## src/rtl/scdec_pkg.sv

```systemverilog
// Package: shared widths, encodings and the control-word type for the
// single-cycle decoder. Assumes the 6-bit opcode / 6-bit function layout.
package scdec_pkg;

    localparam int INSTR_W  = 32;
    localparam int OP_W     = 6;
    localparam int FN_W     = 6;
    localparam int OP_HI    = INSTR_W - 1;
    localparam int OP_LO    = INSTR_W - OP_W;
    localparam int ALUFN_W  = 5;
    localparam int PCSEL_W  = 3;
    localparam int SEL_W    = 2;

    typedef logic [OP_W-1:0]    op_t;
    typedef logic [FN_W-1:0]    fn_t;
    typedef logic [ALUFN_W-1:0] alufn_t;
    typedef logic [PCSEL_W-1:0] pcsel_t;
    typedef logic [SEL_W-1:0]   sel_t;

    // Major opcodes
    localparam op_t OP_RTYPE = 6'h00;
    localparam op_t OP_JMP   = 6'h02;
    localparam op_t OP_JAL   = 6'h03;
    localparam op_t OP_BEQ   = 6'h04;
    localparam op_t OP_BNE   = 6'h05;
    localparam op_t OP_ADDI  = 6'h08;
    localparam op_t OP_ADDIU = 6'h09;
    localparam op_t OP_SLTI  = 6'h0A;
    localparam op_t OP_SLTIU = 6'h0B;
    localparam op_t OP_ANDI  = 6'h0C;
    localparam op_t OP_ORI   = 6'h0D;
    localparam op_t OP_XORI  = 6'h0E;
    localparam op_t OP_LUI   = 6'h0F;
    localparam op_t OP_LOAD  = 6'h23;
    localparam op_t OP_STORE = 6'h2B;

    // R-type function codes
    localparam fn_t FN_SLL  = 6'h00;
    localparam fn_t FN_SRL  = 6'h02;
    localparam fn_t FN_SRA  = 6'h03;
    localparam fn_t FN_SLLV = 6'h04;
    localparam fn_t FN_SRLV = 6'h06;
    localparam fn_t FN_SRAV = 6'h07;
    localparam fn_t FN_JR   = 6'h08;
    localparam fn_t FN_JALR = 6'h09;
    localparam fn_t FN_ADD  = 6'h20;
    localparam fn_t FN_ADDU = 6'h21;
    localparam fn_t FN_SUB  = 6'h22;
    localparam fn_t FN_SUBU = 6'h23;
    localparam fn_t FN_AND  = 6'h24;
    localparam fn_t FN_OR   = 6'h25;
    localparam fn_t FN_XOR  = 6'h26;
    localparam fn_t FN_NOR  = 6'h27;
    localparam fn_t FN_SLT  = 6'h2A;
    localparam fn_t FN_SLTU = 6'h2B;

    // ALU function codes {sub, mode[1:0], shift, math}
    localparam alufn_t ALU_ADD  = 5'b00001;
    localparam alufn_t ALU_SUB  = 5'b10001;
    localparam alufn_t ALU_AND  = 5'b00000;
    localparam alufn_t ALU_OR   = 5'b00100;
    localparam alufn_t ALU_XOR  = 5'b01000;
    localparam alufn_t ALU_NOR  = 5'b01100;
    localparam alufn_t ALU_LT   = 5'b10011;
    localparam alufn_t ALU_LTU  = 5'b10111;
    localparam alufn_t ALU_SHL  = 5'b00010;
    localparam alufn_t ALU_SHR  = 5'b00110;
    localparam alufn_t ALU_SRA  = 5'b01110;

    // Next-PC choices
    localparam pcsel_t PC_SEQ   = 3'd0;
    localparam pcsel_t PC_BR    = 3'd1;
    localparam pcsel_t PC_JMP   = 3'd2;
    localparam pcsel_t PC_REG   = 3'd3;
    localparam pcsel_t PC_RST   = 3'd4;
    localparam pcsel_t PC_BAD   = 3'd5;
    localparam pcsel_t PC_IRQ   = 3'd6;

    // Write address / data / operand choices
    localparam sel_t WA_RD  = 2'd0;
    localparam sel_t WA_RT  = 2'd1;
    localparam sel_t WA_R31 = 2'd2;
    localparam sel_t WA_R27 = 2'd3;
    localparam sel_t WD_LINK = 2'd0;
    localparam sel_t WD_ALU  = 2'd1;
    localparam sel_t WD_MEM  = 2'd2;
    localparam sel_t A_RS    = 2'd0;
    localparam sel_t A_SHAMT = 2'd1;
    localparam sel_t A_K16   = 2'd2;

    typedef enum logic [1:0] {
        BR_NONE = 2'd0,
        BR_EQ   = 2'd1,
        BR_NE   = 2'd2
    } br_kind_t;

    typedef struct packed {
        pcsel_t pc_sel;
        logic   sext;
        sel_t   wa_sel;
        sel_t   wd_sel;
        alufn_t alu_fn;
        logic   mem_we;
        logic   rf_we;
        sel_t   a_sel;
        logic   b_sel;
    } ctrl_t;

    localparam ctrl_t CTRL_ZERO = '0;

endpackage

```

## src/rtl/scdec_table.sv

```systemverilog
// Module: opcode/function table. Maps the opcode and function fields to a
// base control word, a branch kind and a bad-encoding flag. Assumes the
// branch outcome and all overrides are applied downstream.
module scdec_table
    import scdec_pkg::*;
(
    input  op_t      op,
    input  fn_t      fn,
    output ctrl_t    base,
    output br_kind_t br,
    output logic     bad
);

    ctrl_t    c;
    br_kind_t b;
    logic     inv;

    // Decode one instruction into its base control word.
    always_comb begin
        c   = CTRL_ZERO;
        b   = BR_NONE;
        inv = 1'b0;
        unique case (op)
            OP_RTYPE: begin
                c.wa_sel = WA_RD;
                c.wd_sel = WD_ALU;
                c.rf_we  = 1'b1;
                case (fn)
                    FN_ADD, FN_ADDU: c.alu_fn = ALU_ADD;
                    FN_SUB, FN_SUBU: c.alu_fn = ALU_SUB;
                    FN_AND:  c.alu_fn = ALU_AND;
                    FN_OR:   c.alu_fn = ALU_OR;
                    FN_XOR:  c.alu_fn = ALU_XOR;
                    FN_NOR:  c.alu_fn = ALU_NOR;
                    FN_SLT:  c.alu_fn = ALU_LT;
                    FN_SLTU: c.alu_fn = ALU_LTU;
                    FN_SLL: begin c.alu_fn = ALU_SHL; c.a_sel = A_SHAMT; end
                    FN_SRL: begin c.alu_fn = ALU_SHR; c.a_sel = A_SHAMT; end
                    FN_SRA: begin c.alu_fn = ALU_SRA; c.a_sel = A_SHAMT; end
                    FN_SLLV: c.alu_fn = ALU_SHL;
                    FN_SRLV: c.alu_fn = ALU_SHR;
                    FN_SRAV: c.alu_fn = ALU_SRA;
                    FN_JR: begin
                        c.pc_sel = PC_REG;
                        c.wd_sel = WD_LINK;
                        c.rf_we  = 1'b0;
                    end
                    FN_JALR: begin
                        c.pc_sel = PC_REG;
                        c.wd_sel = WD_LINK;
                    end
                    default: inv = 1'b1;
                endcase
            end
            OP_ADDI, OP_ADDIU, OP_SLTI, OP_SLTIU,
            OP_ANDI, OP_ORI, OP_XORI: begin
                c.wa_sel = WA_RT;
                c.wd_sel = WD_ALU;
                c.rf_we  = 1'b1;
                c.b_sel  = 1'b1;
                c.sext   = 1'b1;
                case (op)
                    OP_SLTI:  c.alu_fn = ALU_LT;
                    OP_SLTIU: c.alu_fn = ALU_LTU;
                    OP_ANDI: begin c.alu_fn = ALU_AND; c.sext = 1'b0; end
                    OP_ORI:  begin c.alu_fn = ALU_OR;  c.sext = 1'b0; end
                    OP_XORI: begin c.alu_fn = ALU_XOR; c.sext = 1'b0; end
                    default:  c.alu_fn = ALU_ADD;
                endcase
            end
            OP_LUI: begin
                c.wa_sel = WA_RT;
                c.wd_sel = WD_ALU;
                c.rf_we  = 1'b1;
                c.b_sel  = 1'b1;
                c.a_sel  = A_K16;
                c.alu_fn = ALU_SHL;
            end
            OP_LOAD: begin
                c.wa_sel = WA_RT;
                c.wd_sel = WD_MEM;
                c.rf_we  = 1'b1;
                c.b_sel  = 1'b1;
                c.sext   = 1'b1;
                c.alu_fn = ALU_ADD;
            end
            OP_STORE: begin
                c.mem_we = 1'b1;
                c.b_sel  = 1'b1;
                c.sext   = 1'b1;
                c.alu_fn = ALU_ADD;
            end
            OP_BEQ, OP_BNE: begin
                c.sext   = 1'b1;
                c.alu_fn = ALU_SUB;
                b        = (op == OP_BEQ) ? BR_EQ : BR_NE;
            end
            OP_JMP: c.pc_sel = PC_JMP;
            OP_JAL: begin
                c.pc_sel = PC_JMP;
                c.wa_sel = WA_R31;
                c.wd_sel = WD_LINK;
                c.rf_we  = 1'b1;
            end
            default: inv = 1'b1;
        endcase
    end

    assign base = c;
    assign br   = b;
    assign bad  = inv;

endmodule

```

## src/rtl/scdec_branch.sv

```systemverilog
// Module: branch resolution. Replaces the next-PC choice with the branch
// target when the zero flag satisfies the branch kind. Assumes the zero
// flag comes from A-B of the same instruction.
module scdec_branch
    import scdec_pkg::*;
(
    input  br_kind_t br,
    input  logic     zero,
    input  pcsel_t   pc_in,
    output pcsel_t   pc_out
);

    logic taken;

    // Evaluate the condition for the current branch kind.
    always_comb begin
        unique case (br)
            BR_EQ:   taken = zero;
            BR_NE:   taken = ~zero;
            default: taken = 1'b0;
        endcase
    end

    assign pc_out = taken ? PC_BR : pc_in;

endmodule

```

## src/rtl/scdec_priority.sv

```systemverilog
// Module: priority override. Reset wins over interrupt, interrupt over a
// bad encoding, and that over the normal decode. Assumes rst_n is the
// processor reset used as a data input.
module scdec_priority
    import scdec_pkg::*;
(
    input  logic  rst_n,
    input  logic  irq,
    input  logic  bad,
    input  ctrl_t norm,
    output ctrl_t ctrl
);

    // Build the trap word for an interrupt or a bad encoding.
    function automatic ctrl_t trap_word(input pcsel_t vec);
        ctrl_t t;
        t        = CTRL_ZERO;
        t.pc_sel = vec;
        t.wa_sel = WA_R27;
        t.wd_sel = WD_LINK;
        t.rf_we  = 1'b1;
        return t;
    endfunction

    // Select the final control word by priority.
    always_comb begin
        ctrl = norm;
        if (!rst_n) begin
            ctrl        = CTRL_ZERO;
            ctrl.pc_sel = PC_RST;
        end else if (irq) begin
            ctrl = trap_word(PC_IRQ);
        end else if (bad) begin
            ctrl = trap_word(PC_BAD);
        end
    end

endmodule

```

## src/rtl/scdec_top.sv

```systemverilog
// Module: single-cycle instruction control decoder top. Purely combinational;
// splits the word, runs the table, resolves branches and applies overrides.
module scdec_top
    import scdec_pkg::*;
(
    input  logic [INSTR_W-1:0] instr,
    input  logic               rst_n,
    input  logic               irq,
    input  logic               alu_zero,
    output logic [PCSEL_W-1:0] pc_sel,
    output logic               sext,
    output logic [SEL_W-1:0]   wa_sel,
    output logic [SEL_W-1:0]   wd_sel,
    output logic [ALUFN_W-1:0] alu_fn,
    output logic               mem_we,
    output logic               rf_we,
    output logic [SEL_W-1:0]   a_sel,
    output logic               b_sel
);

    op_t      op;
    fn_t      fn;
    ctrl_t    base;
    ctrl_t    resolved;
    ctrl_t    final_c;
    br_kind_t br;
    logic     bad;
    pcsel_t   pc_res;
    logic     unused_fields;

    assign op = instr[OP_HI:OP_LO];
    assign fn = instr[FN_W-1:0];
    assign unused_fields = ^instr[OP_LO-1:FN_W];

    scdec_table u_table (
        .op   (op),
        .fn   (fn),
        .base (base),
        .br   (br),
        .bad  (bad)
    );

    scdec_branch u_branch (
        .br     (br),
        .zero   (alu_zero),
        .pc_in  (base.pc_sel),
        .pc_out (pc_res)
    );

    // Merge the resolved next-PC choice back into the base word.
    always_comb begin
        resolved        = base;
        resolved.pc_sel = pc_res;
    end

    scdec_priority u_prio (
        .rst_n (rst_n),
        .irq   (irq),
        .bad   (bad),
        .norm  (resolved),
        .ctrl  (final_c)
    );

    assign pc_sel = final_c.pc_sel;
    assign sext   = final_c.sext;
    assign wa_sel = final_c.wa_sel;
    assign wd_sel = final_c.wd_sel;
    assign alu_fn = final_c.alu_fn;
    assign mem_we = final_c.mem_we;
    assign rf_we  = final_c.rf_we;
    assign a_sel  = final_c.a_sel;
    assign b_sel  = final_c.b_sel;

endmodule

```

## config.mk

```make
export PLATFORM = sky130hd
export DESIGN_NAME = scdec_top
export DESIGN_NICKNAME = d
export VERILOG_FILES = /design/src/rtl/scdec_pkg.sv /design/src/rtl/scdec_table.sv /design/src/rtl/scdec_branch.sv /design/src/rtl/scdec_priority.sv /design/src/rtl/scdec_top.sv
export SDC_FILE = /design/constraint.sdc
export NUM_CORES = 1
export LEC_CHECK = 0
export ABC_AREA = 0
export ABC_CLOCK_PERIOD_IN_PS = 4700
export BUFFER_PORTS_ARGS = -buffer_cell sky130_fd_sc_hd__buf_2
export CELL_PAD_IN_SITES_DETAIL_PLACEMENT = 0
export CELL_PAD_IN_SITES_GLOBAL_PLACEMENT = 1
export CORE_UTILIZATION = 31
export DETAILED_ROUTE_END_ITERATION = 16
export MAX_ROUTING_LAYER = met4
export PLACE_DENSITY = 0.94
export SKIP_LAST_GASP = 1
export SLEW_MARGIN = 20
export SYNTH_ARGS = -nofsm -noshare
export SYNTH_HDL_FRONTEND = slang
export SYNTH_HIERARCHICAL = 1
export SYNTH_SLANG_ARGS = --single-unit
```

## constraint.sdc

```tcl
create_clock -name vclk -period 4.7
set_input_delay 0.705 -clock vclk [all_inputs]
set_output_delay 0.705 -clock vclk [all_outputs]
set_load 0.02 [all_outputs]
```

==> results of run 1 <==
-- cell usage in the layout, fill, tap and decap left out, types with 4 or more instances in the layout --
cell type	instances
buf_2	33
nor2_1	11
and2_1	10
nand2b_1	8
a21oi_1	8
nand2_1	6
o21ai_0	5
nor3b_1	4
-- final timing paths --
path	startpoint	end	slack, ns	depth (start not counted)
worst max-delay path	instr[30]	alu_fn[1]	0.82	8
worst min-delay path	irq	pc_sel[0]	1.76	3
-- worst max-delay path: cells and delay by family --
kind / cells / cell delay (ns)
AO/OA/AOI/OAI: 2 / 0.69
AND/OR/NAND/NOR: 4 / 1.46
buffers and inverters: 2 / 0.32
-- per-layer routing --
layer / vias to the layer above / global-route usage [%] / share of wire (%)
met5: - / - / 0
met4: 0 / 0 / 0
met1: 419 / 20.5 / 49
li1: 478 / - / -
met3: 0 / 0.580 / 4.6
met2: 28 / 24.5 / 47
-- power groups by stage --
stage / combinational [mW] / sequential [mW] / clock [mW]
after floorplan: 0.0419 / 0 / 0
after global placement: 0.0546 / 0 / 0
after detailed placement: 0.0563 / 0 / 0
after CTS: 0.0566 / 0 / 0
after global routing: 0.0628 / 0 / 0
final: 0.0569 / 0 / 0
-- cell type report --
class	instances	area share (%)
inverters	3	1.22
multi-input cells	104	76.9
well taps	30	4.05
repair buffers	33	17.8
-- logic make-up (layout without fill, tap and decap cells) --
group | count (synthesis) | count (layout) | share of synthesized area, %
simple gates | 69 | 69 | 54.1
xor+xnor | 1 | 1 | 1.10
other cells | 1 | 1 | 0.470
compound gates | 33 | 33 | 33.5
buf+inv | 16 | 36 | 10.8
==> results.sh, run 1 <==
export IMPL_clkPwrFrac_pct=0
export IMPL_boundaryPins=53
export IMPL_clkbuf_count=0
export IMPL_grt_usage_pct=14.6
export IMPL_grt_pass1_vias=750
export IMPL_postLayoutCoreUtil_pct=37.7
export IMPL_p_per_area_nw_per_um2=61.5
export IMPL_crit_fanout=13
export IMPL_yosys_cell_types_count=41
export IMPL_regArea_um2=0
export IMPL_postSynthCellCount=120
export IMPL_finalPower_mw=0.0569
export IMPL_hold_class="input pin to primary output"
export IMPL_cp_slowest_cell="or4_4"
export IMPL_power_switching_mw=0.0351
export IMPL_period_share_pct=82.5
export IMPL_yosysTopAreaCell="and2_1"
export IMPL_status="completed"
export IMPL_grt_overflow_total=0
export IMPL_layout_setup_ws_ns=0.821
export IMPL_rsz0062_at_grt="no"
export IMPL_finalSetupViolations=0
export IMPL_portBuffers=33
export IMPL_endpoint_kind="primary output"
export IMPL_initial_core_util_pct=32.5
export IMPL_yosys_warnings=6
export IMPL_multiInputGateArea_um2=712
export IMPL_post_cts_buffers=0
export IMPL_synth_most_common_cell="nor2_1"
export IMPL_start_kind="input pin"
export IMPL_diodes=0
export IMPL_layout_min_cycle_time_ns=3.88
export IMPL_crit_type="input pin to primary output"
export IMPL_core_area_um2=2450
export IMPL_crit_required_ns=3.99
export IMPL_fin_nets=177
export IMPL_ctsResizeCount=0
export IMPL_num_vias=925
export IMPL_antenna_found_initial=0
export IMPL_antenna_left=0
export IMPL_finalMaxSlewViolations=0
export IMPL_die_y_um=52.7
export IMPL_synth_avg_cell_area_um2=6.65
export IMPL_crit_chain="buf_2 -> or4_4 -> or3_1 -> o21bai_4 -> o31ai_2 -> nor3b_2 -> and2_2 -> buf_2"
export IMPL_rows=18
export IMPL_vias_per_cell=5.44
export IMPL_drt_initial_drc_count=26
export IMPL_dpl_cell_area_um2=926
export IMPL_die_w_um=52.7
export IMPL_cp_common_cell="buf_2"
export IMPL_cp_arrival_ns=3.17
export IMPL_gp_congestion=0.884
export IMPL_slew_headroom_pct=58.9
export IMPL_yosysSeqAreaShare_pct=0
export IMPL_synthesis_area_um2=798
export IMPL_drive_gt1_share_pct=34.3
export IMPL_sequentialPowerShare_pct=0
export IMPL_drc_errors=0
export IMPL_dp_hpwl_mm=1.54
export IMPL_max_clock_freq_mhz=258
export IMPL_grt_max_degree=15
export IMPL_tightestPinTransition_ns=0.614
export IMPL_die_area_um2=2780
export IMPL_routed_wl_mm=2.03
export IMPL_firstDrtPassIters=4
export IMPL_finalNonFillerCells=170
export IMPL_routedWlPerCell_um=12.0
export IMPL_syn_num_nets=155
export IMPL_grt_pass1_wl_mm=3.20
export IMPL_p_int_mw=0.0218
export IMPL_postLayoutCellArea_um2=926
export IMPL_worst_hold_slack_ns=1.76
export IMPL_synth_top_area_share_pct=7.84
export IMPL_synthTopCellsByCount="11 x nor2_1, 10 x and2_1, 8 x a21oi_1, 8 x nand2b_1, 7 x clkbuf_1"
export IMPL_p_sw_share_pct=61.7
export IMPL_combPwrFrac_pct=100.0
export IMPL_design_seq_count=0
export IMPL_critical_path_max_stage_delay_ns=0.56
export IMPL_place_inst=170
export IMPL_p_leak_nw=0.407
export IMPL_timing_setup_tns_ns=0
export IMPL_ctsHoldBuffers=0
export IMPL_hold_viol_final=0
export IMPL_dp_slack_ns=0.830
export IMPL_syn_to_final_growth_pct=16.0
export IMPL_nFillCells=282
export IMPL_ir_drop_uv=35.1
export IMPL_cap_violations=0
export IMPL_ys_top_cells_by_area="and2_1 7.8%, nand2b_1 6.3%, nor2_1 5.2%"
Note: power is estimated with default switching activity, not from simulation.
==> run 2, diff against run 1 <==
--- a/config.mk
+++ b/config.mk
@@ -6,14 +6,14 @@
 export NUM_CORES = 1
 export LEC_CHECK = 0
 export ABC_AREA = 0
-export ABC_CLOCK_PERIOD_IN_PS = 4700
+export ABC_CLOCK_PERIOD_IN_PS = 3200
 export BUFFER_PORTS_ARGS = -buffer_cell sky130_fd_sc_hd__buf_2
 export CELL_PAD_IN_SITES_DETAIL_PLACEMENT = 0
 export CELL_PAD_IN_SITES_GLOBAL_PLACEMENT = 1
-export CORE_UTILIZATION = 31
+export CORE_UTILIZATION = 26
 export DETAILED_ROUTE_END_ITERATION = 16
 export MAX_ROUTING_LAYER = met4
-export PLACE_DENSITY = 0.94
+export PLACE_DENSITY = 0.84
 export SKIP_LAST_GASP = 1
 export SLEW_MARGIN = 20
 export SYNTH_ARGS = -nofsm -noshare
==> constraint.sdc (replaced) <==
create_clock -name vclk -period 3.2
set_input_delay 0.48 -clock vclk [all_inputs]
set_output_delay 0.48 -clock vclk [all_outputs]
set_load 0.02 [all_outputs]
==> results.sh, run 2 (synthesis gave the netlist of run 1 again) <==
export IMPL_status="complete, but fails checks"
export IMPL_violations="DRC"
export IMPL_num_vias=958
export IMPL_crit_fanout=4
export IMPL_multiInputGateArea_um2=727
export IMPL_core_area_um2=2830
export IMPL_vias_per_cell=5.38
export IMPL_rsz0062_at_grt="no"
export IMPL_slew_headroom_pct=67.3
export IMPL_die_area_um2=3300
export IMPL_drt_initial_drc_count=51
export IMPL_design_seq_count=0
export IMPL_drc_errors=2
export IMPL_endpoint_kind="primary output"
export IMPL_rows=19
export IMPL_die_y_um=57.4
export IMPL_period_share_pct=95.0
export IMPL_grt_pass1_vias=844
export IMPL_nFillCells=311
export IMPL_syn_to_final_growth_pct=24.6
export IMPL_routed_wl_mm=2.33
export IMPL_max_clock_freq_mhz=329
export IMPL_regArea_um2=0
export IMPL_boundaryPins=53
export IMPL_grt_usage_pct=13.7
export IMPL_routedWlPerCell_um=13.1
export IMPL_p_per_area_nw_per_um2=94.7
export IMPL_finalSetupViolations=0
export IMPL_antenna_left=0
export IMPL_die_w_um=57.4
export IMPL_dp_hpwl_mm=1.84
export IMPL_fin_nets=184
export IMPL_layout_min_cycle_time_ns=3.04
export IMPL_dpl_cell_area_um2=980
export IMPL_antenna_found_initial=0
export IMPL_diodes=0
export IMPL_p_leak_nw=0.445
export IMPL_hold_class="input pin to primary output"
export IMPL_cp_arrival_ns=2.56
export IMPL_hold_viol_final=0
export IMPL_tightestPinTransition_ns=0.483
export IMPL_cap_violations=0
export IMPL_firstDrtPassIters=10
export IMPL_start_kind="input pin"
export IMPL_finalPower_mw=0.0942
export IMPL_mostFrequentLayoutCells="33 x buf_2, 11 x nor2_1, 10 x and2_1"
export IMPL_grt_pass1_wl_mm=3.66
export IMPL_ctsHoldBuffers=0
export IMPL_grt_overflow_total=0
export IMPL_finalMaxSlewViolations=0
export IMPL_timing_setup_tns_ns=0
export IMPL_initial_core_util_pct=28.2
export IMPL_grt_max_degree=14
export IMPL_ir_drop_uv=30.3
export IMPL_clkbuf_count=0
export IMPL_postLayoutCellArea_um2=995
export IMPL_layout_commonest_cell="buf_2"
export IMPL_gp_congestion=0.794
export IMPL_crit_type="input pin to primary output"
export IMPL_drive_gt1_share_pct=37.4
export IMPL_crit_required_ns=2.72
export IMPL_portBuffers=33
==> run 2: cell count changes in the layout (fill, tap and decap cells not counted) <==
cell	previous run	this run
buf_4	0	7
nor3b_2	1	0
nor3b_4	0	1
o31ai_2	1	0
o31ai_4	0	1
==> run 2: worst paths after layout <==
path	start	to	slack, ns	cells past startpoint
hold / removal	irq	pc_sel[0]	1.33	3
setup / recovery	instr[30]	pc_sel[1]	0.16	9
==> run 2: final cells by class <==
cell class         count  share of cell area (%)
inverters              3                    1.13
multi-input cells    104                    73.1
well taps             31                    3.90
repair buffers        40                    21.9
==> run 2: critical path, cell delays in order <==
cell	delay, ns
buf_2	0.12
or4_4	0.54
or3_1	0.34
o21bai_4	0.20
o31ai_4	0.35
buf_4	0.19
nor2b_1	0.04
o21a_1	0.15
buf_2	0.15
==> run 2: metal layers <==
metal / up-vias / wire length [um] / track usage, %
met5: - / 0 / -
met1: 440 / 1060 / 17.4
met2: 28 / 1150 / 24.4
li1: 488 / - / -
met3: 2 / 103 / 0.227
met4: 0 / 19 / 2.09
==> run 2: power by group <==
group          internal, mW  leakage (nW)  switching, mW
logic                0.0382         0.445         0.0560
clock network             0             0              0
registers                 0             0              0
total                0.0382         0.445         0.0560
==> run 2: what timing repair did <==
action,4_1_cts,5_1_grt
gates resized for setup,0,2
buffers inserted,0,0
setup endpoints to repair,0,3
==> run 2: metrics by stage <==
stage	std cells	hold WS, ns	worst slack [ns]	util (%)
5_1_grt	178	1.36	0.0728	35.2
2_1_floorplan	120	1.04	0.0776	-
3_3_place_gp	178	1.30	0.114	34.6
6_report	178	1.33	0.160	35.2
3_5_place_dp	178	1.31	0.106	34.6
4_1_cts	178	1.31	0.0927	34.6
==> run 3, diff against run 2 <==
--- a/config.mk
+++ b/config.mk
@@ -13,7 +13,7 @@
 export CORE_UTILIZATION = 26
 export DETAILED_ROUTE_END_ITERATION = 16
 export MAX_ROUTING_LAYER = met4
-export PLACE_DENSITY = 0.84
+export PLACE_DENSITY_LB_ADDON = 0.1
 export SKIP_LAST_GASP = 1
 export SLEW_MARGIN = 20
 export SYNTH_ARGS = -nofsm -noshare
==> results.sh, run 3 (synthesis gave the netlist of run 1 again) <==
export IMPL_core_area_um2=2830
export IMPL_routed_wl_mm=2.25
export IMPL_sequentialPowerShare_pct=0
export IMPL_boundaryPins=53
export IMPL_dp_hpwl_mm=1.76
export IMPL_postLayoutCoreUtil_pct=34.9
export IMPL_timing_setup_tns_ns=0
export IMPL_finalMaxSlewViolations=0
export IMPL_dp_slack_ns=0.157
export IMPL_p_per_area_nw_per_um2=91.9
export IMPL_antenna_found_initial=0
export IMPL_p_sw_share_pct=58.7
export IMPL_crit_fanout=5
export IMPL_endpoint_kind="primary output"
export IMPL_layout_min_cycle_time_ns=3.04
export IMPL_combPwrFrac_pct=100.0
export IMPL_portBuffers=33
export IMPL_layout_commonest_cell="buf_2"
export IMPL_drc_errors=2
export IMPL_grt_max_degree=14
export IMPL_die_w_um=57.4
export IMPL_regArea_um2=0
export IMPL_layout_setup_ws_ns=0.158
export IMPL_hold_viol_final=0
export IMPL_hold_class="input pin to primary output"
export IMPL_nFillCells=335
export IMPL_gp_congestion=0.730
export IMPL_dpl_cell_area_um2=987
export IMPL_grt_pass1_wl_mm=3.75
export IMPL_grt_usage_pct=14.0
export IMPL_diodes=0
export IMPL_drive_gt1_share_pct=37.8
export IMPL_p_int_mw=0.0374
export IMPL_initial_core_util_pct=28.2
export IMPL_cp_arrival_ns=2.56
export IMPL_design_seq_count=0
export IMPL_finalNonFillerCells=179
export IMPL_max_clock_freq_mhz=329
export IMPL_crit_required_ns=2.72
export IMPL_finalPower_mw=0.0907
export IMPL_tightestPinTransition_ns=0.658
export IMPL_place_inst=179
export IMPL_rows=19
export IMPL_violations="DRC"
export IMPL_clkbuf_count=0
export IMPL_drt_initial_drc_count=18
export IMPL_die_y_um=57.4
export IMPL_firstDrtPassIters=10
export IMPL_period_share_pct=95.1
export IMPL_ir_drop_uv=43.1
export IMPL_rsz0062_at_grt="no"
export IMPL_postLayoutCellArea_um2=987
export IMPL_ctsResizeCount=0
export IMPL_worst_hold_slack_ns=1.30
export IMPL_vias_per_cell=5.28
export IMPL_p_leak_nw=0.444
export IMPL_post_cts_buffers=0
export IMPL_ctsHoldBuffers=0
export IMPL_slew_headroom_pct=55.9
export IMPL_start_kind="input pin"
export IMPL_holdPathEnd="pc_sel[0]"
export IMPL_routedWlPerCell_um=12.5
export IMPL_num_vias=946
export IMPL_hold_start="irq"
export IMPL_holdPathStages=3
export IMPL_crit_type="input pin to primary output"
export IMPL_fin_nets=185
export IMPL_grt_pass1_vias=887
export IMPL_cap_violations=0
export IMPL_mostFrequentLayoutCells="33 x buf_2, 11 x nor2_1, 10 x and2_1"
export IMPL_antenna_left=0
export IMPL_finalSetupViolations=0
export IMPL_status="complete, but fails checks"
export IMPL_power_switching_mw=0.0533
export IMPL_clkPwrFrac_pct=0
export IMPL_grt_overflow_total=0
export IMPL_syn_to_final_growth_pct=23.7
export IMPL_die_area_um2=3300
-- run 3: layout make-up --
class / instances / area, um^2 / share of cell area [%]
Inverter: 3 / 11.3 / 1.14
Timing Repair Buffer: 41 / 225 / 22.8
Multi-Input combinational cell: 104 / 712 / 72.1
Tap cell: 31 / 38.8 / 3.93
-- run 3: how the worst max path moves through the flow --
stage          startpoint   endpoint  slack [ns]
5_1_grt         instr[30]  pc_sel[0]        0.03
4_1_cts         instr[30]  pc_sel[0]        0.15
2_1_floorplan   instr[29]  pc_sel[0]        0.08
3_3_place_gp    instr[30]  pc_sel[0]        0.17
6_report        instr[30]  pc_sel[0]        0.16
3_5_place_dp    instr[30]  pc_sel[0]        0.16
-- run 3: power groups by stage --
stage | Sequential, mW | Clock, mW | Combinational, mW
3_3_place_gp | 0 | 0 | 0.0900
5_1_grt | 0 | 0 | 0.100
2_1_floorplan | 0 | 0 | 0.0615
4_1_cts | 0 | 0 | 0.0915
3_5_place_dp | 0 | 0 | 0.0910
6_report | 0 | 0 | 0.0907
-- run 3: routing by layer --
metal,vias to the layer above,GRT usage (%),share of wire (%)
met5,-,-,0
met4,0,0,0
li1,492,-,-
met2,22,25.4,47
met1,432,18.5,50
met3,0,0.227,3.7
-- run 3: critical path: stages --
cell	delay [ns]
buf_2	0.10
or4_4	0.53
or3_1	0.34
o21bai_4	0.19
o31ai_2	0.33
buf_4	0.19
nor2_1	0.04
nor3b_1	0.16
buf_2	0.19
